===== src/rtl/maint_pkg.sv =====
package maint_pkg;

  typedef enum logic [2:0] {
    ST_IDLE,
    ST_ZERO,
    ST_TWR,
    ST_TRD,
    ST_DRN
  } mst_e;

  // Alternating-bit word; row parity XOR phase picks which mask
  function automatic logic [31:0] ckb_word(input logic row_odd, input logic sel);
    return (row_odd ^ sel) ? 32'hAAAA_AAAA : 32'h5555_5555;
  endfunction

endpackage


===== src/rtl/sweep_counter.sv =====
module sweep_counter #(
  parameter int AW = 10
) (
  input  logic          clk,
  input  logic          rst_n,
  input  logic          clr,
  input  logic          step,
  output logic [AW-1:0] row,
  output logic          at_end
);
  localparam logic [AW-1:0] LAST_ROW = '1;

  always_ff @(posedge clk) begin
    if (!rst_n)    row <= '0;
    else if (clr)  row <= '0;
    else if (step) row <= row + AW'(1);
  end

  assign at_end = (row == LAST_ROW);

  AST_SWEEP_WRAP: assert property (@(posedge clk) disable iff (!rst_n)
    (step && !clr && at_end) |=> (row == '0));

endmodule


===== src/rtl/wc_holdoff.sv =====
module wc_holdoff (
  input  logic clk,
  input  logic rst_n,
  input  logic arm,
  input  logic tick,
  output logic hold
);
  always_ff @(posedge clk) begin
    if (!rst_n)    hold <= 1'b0;
    else if (arm)  hold <= 1'b1;
    else if (tick) hold <= 1'b0;
  end

  AST_HOLD_KEEPS: assert property (@(posedge clk) disable iff (!rst_n)
    (hold && !tick) |=> hold);

endmodule


===== src/rtl/ckb_checker.sv =====
module ckb_checker #(
  parameter int DW = 14
) (
  input  logic          clk,
  input  logic          rst_n,
  input  logic          clear,
  input  logic          cmp_en,
  input  logic [DW-1:0] exp_word,
  input  logic [DW-1:0] got_word,
  output logic          fail_any
);
  logic miss_now;
  logic sticky_q;

  assign miss_now = cmp_en && (got_word != exp_word);

  always_ff @(posedge clk) begin
    if (!rst_n)     sticky_q <= 1'b0;
    else if (clear) sticky_q <= 1'b0;
    else            sticky_q <= sticky_q | miss_now;
  end

  assign fail_any = sticky_q | miss_now;

  AST_MISS_STICKY: assert property (@(posedge clk) disable iff (!rst_n)
    (sticky_q && !clear) |=> sticky_q);

endmodule


===== src/rtl/maint_sweep_ctrl.sv =====
module maint_sweep_ctrl
  import maint_pkg::*;
#(
  parameter int ADDR_W = 10,
  parameter int DATA_W = 14
) (
  input  logic              clk,
  input  logic              rst_n,
  input  logic              zero_req,
  input  logic              zero_cancel,
  input  logic              test_set,
  input  logic              pat_sel,
  input  logic              wc_tick,
  input  logic              host_rd_req,
  input  logic              host_wr_req,
  input  logic [ADDR_W-1:0] host_addr,
  input  logic [DATA_W-1:0] host_wdata,
  output logic [DATA_W-1:0] host_rdata,
  output logic              host_rvalid,
  output logic              mem_en,
  output logic              mem_we,
  output logic [ADDR_W-1:0] mem_addr,
  output logic [DATA_W-1:0] mem_wdata,
  input  logic [DATA_W-1:0] mem_rdata,
  output logic              ready,
  output logic              busy,
  output logic              pass,
  output logic              test_bit
);

  mst_e st_q, st_d;
  logic [ADDR_W-1:0] row;
  logic row_end;
  logic hold;
  logic fail_any;

  logic sel_q, test_bit_q, ready_q, pass_q, rvalid_q;
  logic cmp_en_q;
  logic [DATA_W-1:0] exp_q;
  logic [DATA_W-1:0] pat_word;

  // Named events for assertions
  logic test_req, start_zero, start_test, zero_abort, zero_done, test_done;
  logic sw_wr, sw_rd, host_go, step;

  assign test_req   = test_bit_q | test_set;
  assign start_zero = (st_q == ST_IDLE) && zero_req && !zero_cancel && !hold;
  assign start_test = (st_q == ST_IDLE) && test_req && !start_zero;
  assign zero_abort = (st_q == ST_ZERO) && zero_cancel;
  assign zero_done  = (st_q == ST_ZERO) && !zero_cancel && row_end;
  assign test_done  = (st_q == ST_DRN);

  assign sw_wr   = ((st_q == ST_ZERO) && !zero_cancel) || (st_q == ST_TWR);
  assign sw_rd   = (st_q == ST_TRD);
  assign host_go = (st_q == ST_IDLE) && (host_rd_req || host_wr_req);
  assign step    = (st_q == ST_ZERO) || (st_q == ST_TWR) || (st_q == ST_TRD);
  assign busy    = (st_q != ST_IDLE);

  assign pat_word = DATA_W'(ckb_word(row[0], sel_q));

  sweep_counter #(.AW(ADDR_W)) u_sweep (
    .clk(clk), .rst_n(rst_n), .clr(start_zero | start_test), .step(step),
    .row(row), .at_end(row_end)
  );

  wc_holdoff u_hold (
    .clk(clk), .rst_n(rst_n), .arm(zero_done), .tick(wc_tick), .hold(hold)
  );

  ckb_checker #(.DW(DATA_W)) u_chk (
    .clk(clk), .rst_n(rst_n), .clear(start_test), .cmp_en(cmp_en_q),
    .exp_word(exp_q), .got_word(mem_rdata), .fail_any(fail_any)
  );

  always_comb begin
    st_d = st_q;
    unique case (st_q)
      ST_IDLE: begin
        if (start_zero)      st_d = ST_ZERO;
        else if (start_test) st_d = ST_TWR;
      end
      ST_ZERO: if (zero_cancel || row_end) st_d = ST_IDLE;
      ST_TWR:  if (row_end) st_d = ST_TRD;
      ST_TRD:  if (row_end) st_d = ST_DRN;
      ST_DRN:  st_d = ST_IDLE;
      default: st_d = ST_IDLE;
    endcase
  end

  always_comb begin
    mem_en    = sw_wr || sw_rd || host_go;
    mem_we    = sw_wr || ((st_q == ST_IDLE) && host_wr_req);
    mem_addr  = busy ? row : host_addr;
    mem_wdata = host_wdata;
    if (st_q == ST_ZERO)     mem_wdata = '0;
    else if (st_q == ST_TWR) mem_wdata = pat_word;
  end

  always_ff @(posedge clk) begin
    if (!rst_n) begin
      st_q       <= ST_ZERO;
      sel_q      <= 1'b0;
      test_bit_q <= 1'b0;
      ready_q    <= 1'b0;
      pass_q     <= 1'b0;
      rvalid_q   <= 1'b0;
      cmp_en_q   <= 1'b0;
      exp_q      <= '0;
    end else begin
      st_q     <= st_d;
      rvalid_q <= (st_q == ST_IDLE) && host_rd_req && !host_wr_req;
      cmp_en_q <= sw_rd;
      exp_q    <= pat_word;
      if (start_test) sel_q <= pat_sel;
      if (test_set)       test_bit_q <= 1'b1;
      else if (test_done) test_bit_q <= 1'b0;
      if (start_zero || start_test)             ready_q <= 1'b0;
      else if (zero_done || zero_abort || test_done) ready_q <= 1'b1;
      if (test_done) pass_q <= !fail_any;
    end
  end

  assign host_rdata  = mem_rdata;
  assign host_rvalid = rvalid_q;
  assign ready       = ready_q;
  assign pass        = pass_q;
  assign test_bit    = test_bit_q;

  AST_ZERO_WRITES_ZERO: assert property (@(posedge clk) disable iff (!rst_n)
    ((st_q == ST_ZERO) && mem_we) |-> (mem_wdata == '0));
  AST_CANCEL_WINS: assert property (@(posedge clk) disable iff (!rst_n)
    zero_cancel |=> (st_q != ST_ZERO));
  AST_HOLD_BLOCKS: assert property (@(posedge clk) disable iff (!rst_n)
    hold |=> (st_q != ST_ZERO));
  AST_TWR_NO_ABORT: assert property (@(posedge clk) disable iff (!rst_n)
    (st_q == ST_TWR) |=> (st_q == ST_TWR || st_q == ST_TRD));
  AST_TRD_NO_ABORT: assert property (@(posedge clk) disable iff (!rst_n)
    (st_q == ST_TRD) |=> (st_q == ST_TRD || st_q == ST_DRN));
  AST_TESTBIT_FALL: assert property (@(posedge clk) disable iff (!rst_n)
    $fell(test_bit_q) |-> ready_q);
  AST_HOST_BLOCKED: assert property (@(posedge clk) disable iff (!rst_n)
    (busy && host_rd_req) |=> !host_rvalid);
  AST_PASS_ONLY_AT_END: assert property (@(posedge clk) disable iff (!rst_n)
    !$stable(pass_q) |-> $past(st_q == ST_DRN));

endmodule


===== config.mk =====
export PLATFORM = sky130hd
export DESIGN_NAME = maint_sweep_ctrl
export DESIGN_NICKNAME = d
export VERILOG_FILES = /design/src/rtl/maint_pkg.sv /design/src/rtl/sweep_counter.sv /design/src/rtl/wc_holdoff.sv /design/src/rtl/ckb_checker.sv /design/src/rtl/maint_sweep_ctrl.sv
export SDC_FILE = /design/constraint.sdc
export NUM_CORES = 1
export LEC_CHECK = 0
export BUFFER_PORTS_ARGS = -buffer_cell sky130_fd_sc_hd__buf_2
export CORE_UTILIZATION = 31
export DETAILED_ROUTE_END_ITERATION = 6
export PLACE_DENSITY = 0.63
export SYNTH_ARGS = -nofsm -noshare
export SYNTH_HDL_FRONTEND = slang
export SYNTH_HIERARCHICAL = 1
export SYNTH_SLANG_ARGS = --single-unit

===== constraint.sdc =====
create_clock -name clk -period 2.6 [get_ports clk]
set_input_delay 0.26 -clock clk [delete_from_list [all_inputs] [get_ports clk]]
set_output_delay 0.26 -clock clk [all_outputs]
set_load 0.01 [all_outputs]

==> run summary <==
Status: complete, no violations
Total grt overflow: 0
Hold_ws: 0.1841 ns
Final-report setup violation count: 0
Site Rows: 26
Pins Over Slew Limit: 0
Fin crit period: 2.125 ns
Routed length per instance: 10.58 um
CTS buffer count: 3
Max stage delay on crit path: 0.55 ns
Fillers: 545
Syn Nets: 275
Worst rel slew slack: 57.42%
Crit Path Max Fanout: 15
Initial DRC count: 50
Top FF cell, synth: dfxtp_1
Flops & latches, synth: 23
Final Core Density: 41.03%
Max-Cap Viols: 0
Post-Route Skew: 0.004777 ns
Max Clk Rate: 0.4707 GHz
Dpl hpwl: 3158 um
Crit path cell chain: nor2b_1 -> and2b_1 -> nor2_1 -> nor2_1 -> buf_2
CTS resizes: 0
CTS sink count: 23
Top cell family by delay on the critical path: simple AND/OR/NAND/NOR gates
GRT busiest layer: met2
Root Buffer: clkbuf_8
Via-to-Cell Ratio: 4.561
NumNets Final: 350
Critical-path top delay cell: dfxtp_1
Avg Cell Area, Syn: 7.182 um2
Area grow syn2layout: 27.71%
Height of the die: 74.52 um
Synth Cell Area: 1630 um2
CTS tree: done
Pin count of the biggest net entering global routing: 16
Final instance area: 2082 um2
FF+latch area: 460.4 um2
Placer Congestion: 0.8163
Met1 Track Usage GR: 17.94%
CTS max path bufs: 2
Pwr Density: 828.4 nW/um2
Most common cell after layout, fill and taps aside: buf_2
Startpoint types: flop
Maximum vdd drop: 345.9 uV
Worst slew pin tran: 0.6373 ns
Worst Path Buf+Inv: 1
Most frequent cells in the layout: 91 x buf_2, 47 x nor2_1, 39 x nand2_1
Routed Antenna Nets: 0
H-tree levels: 1
Die W: 74.52 um
Syn. warnings: 6
Routed WL: 3927 um
Share of layout cells above drive strength 1: 34.88%
Clock slew at reported path FFs: 0.08 ns
Worst setup margin: 0.4754 ns
CP Capture Type: output port
Final hold vios: 0
Area of the multi-input gates: 1011 um2
I/O Buffers: 91
Met3 usage: 1.626%
Sequential-to-total area share from yosys stat: 28.24%
EDFF count, synth: 0
Drt first pass iters: 4
Antenna cells: 0
Vias after detailed routing: 1692
Cells after Synth: 227
RSZ-0062 raised after global routing: no
Req. time, crit path: 2.34 ns
Gr usage total: 14.11%
CP dominant cell by count: nor2_1
# hold bufs at CTS: 0
Initial antenna violation count: 0
Hold Path Class: in2reg
Total negative setup slack: 0 ns
Die area: 5553 um2
Pre-CTS setup slack: 0.5453 ns
Post-DP Area: 2037 um2
Met2 Use GR: 24.22%
Starting density of the core: 32.13%
Critical path type: reg2out
IO Pins: 92
Vias in the first global route: 1435
First-pass GRT wire length: 6072 um
Core Area: 5075 um2
Clk_lat worst skew: 0.27 ns
Flop-to-flop setup slack: 0.52 ns
Async set-reset flop share out of synthesis: 0%
Post-CTS Setup Bufs: 0
Fin crit share: 81.71%
Leak: 0.9906 nW
Drt drc: 0
Number of distinct library cells after synthesis: 43
CP arrival: 1.86 ns
## registers in the layout, summed over array words and instances (netlist names)
register,cells
sel_q,1
cmp_en_q,1
u_chk/sticky_q,1
exp_q,2
pass,1
ready,1
u_hold/hold,1
st_q,3
u_sweep/row,10
test_bit,1
host_rvalid,1
## metal layers
metal	share of wire [%]	vias to the layer above
met1	47	724
met5	0	-
li1	-	892
met2	45	71
met3	6.1	5
met4	1.5	0
## kinds of logic (layout without fill, tap and decap cells)
group	count (synthesis)	after routing	share of synthesized area, %
simple gates	125	125	36.99
compound gates	29	29	11.66
buf+inv	26	100	9.747
flops	23	23	28.24
xor+xnor	20	20	10.74
mux	3	3	1.842
fa+ha+maj	1	1	0.7673
## worst paths after layout
kind / depth (start not counted) / startpoint / end
hold reg to reg: 1 / ready / ready
setup reg to reg: 5 / st_q[1] / u_sweep/row[8]
setup / recovery: 5 / st_q[1] / mem_wdata[11]
hold / removal: 2 / host_wr_req / host_rvalid
## where the power goes
part | switching, mW | internal (mW) | leakage (nW)
sequential | 0.114 | 0.412 | 0.188
combinational | 0.557 | 0.414 | 0.780
clock | 0.118 | 0.110 | 0.0228
## final cells by class
class,instances,share of cell area [%]
Multi-Input combinational cell,178,48.56
Sequential cell,23,22.12
Clock buffer,4,2.163
Timing Repair Buffer,92,22.24
Tap cell,70,4.207
Inverter,4,0.7212
## through the flow
step                      std cells  total power [mW]
after global routing            371             1.895
final                           371             1.725
after CTS                       371             1.745
after global placement          367             1.503
after floorplan                 227             1.213
after detailed placement        367             1.517
## cell usage after synthesis, types with 2 or more instances
cell type  count  area [um2]
nor2_1        47       176.4
nand2_1       39       146.4
dfxtp_1       23       460.4
buf_4         15       112.6
a21oi_1       13       65.06
xnor2_1       13       113.9
xor2_1         7       61.31
buf_2          4       20.02
nand2b_1       4       25.02
nand4_1        4       25.02
nor2b_1        4       25.02
and3_1         3       18.77
clkbuf_1       3       11.26
inv_1          3       11.26
mux2i_1        3       30.03
nand3_1        3       15.01
nor4_1         3       18.77
o21ai_0        3       15.01
o31ai_1        3       22.52
or4_1          3       22.52
and2b_1        2       15.01
nor2_2         2       12.51
nor3_1         2       10.01
o21a_1         2       15.01
(Power assumes the default switching activity.)
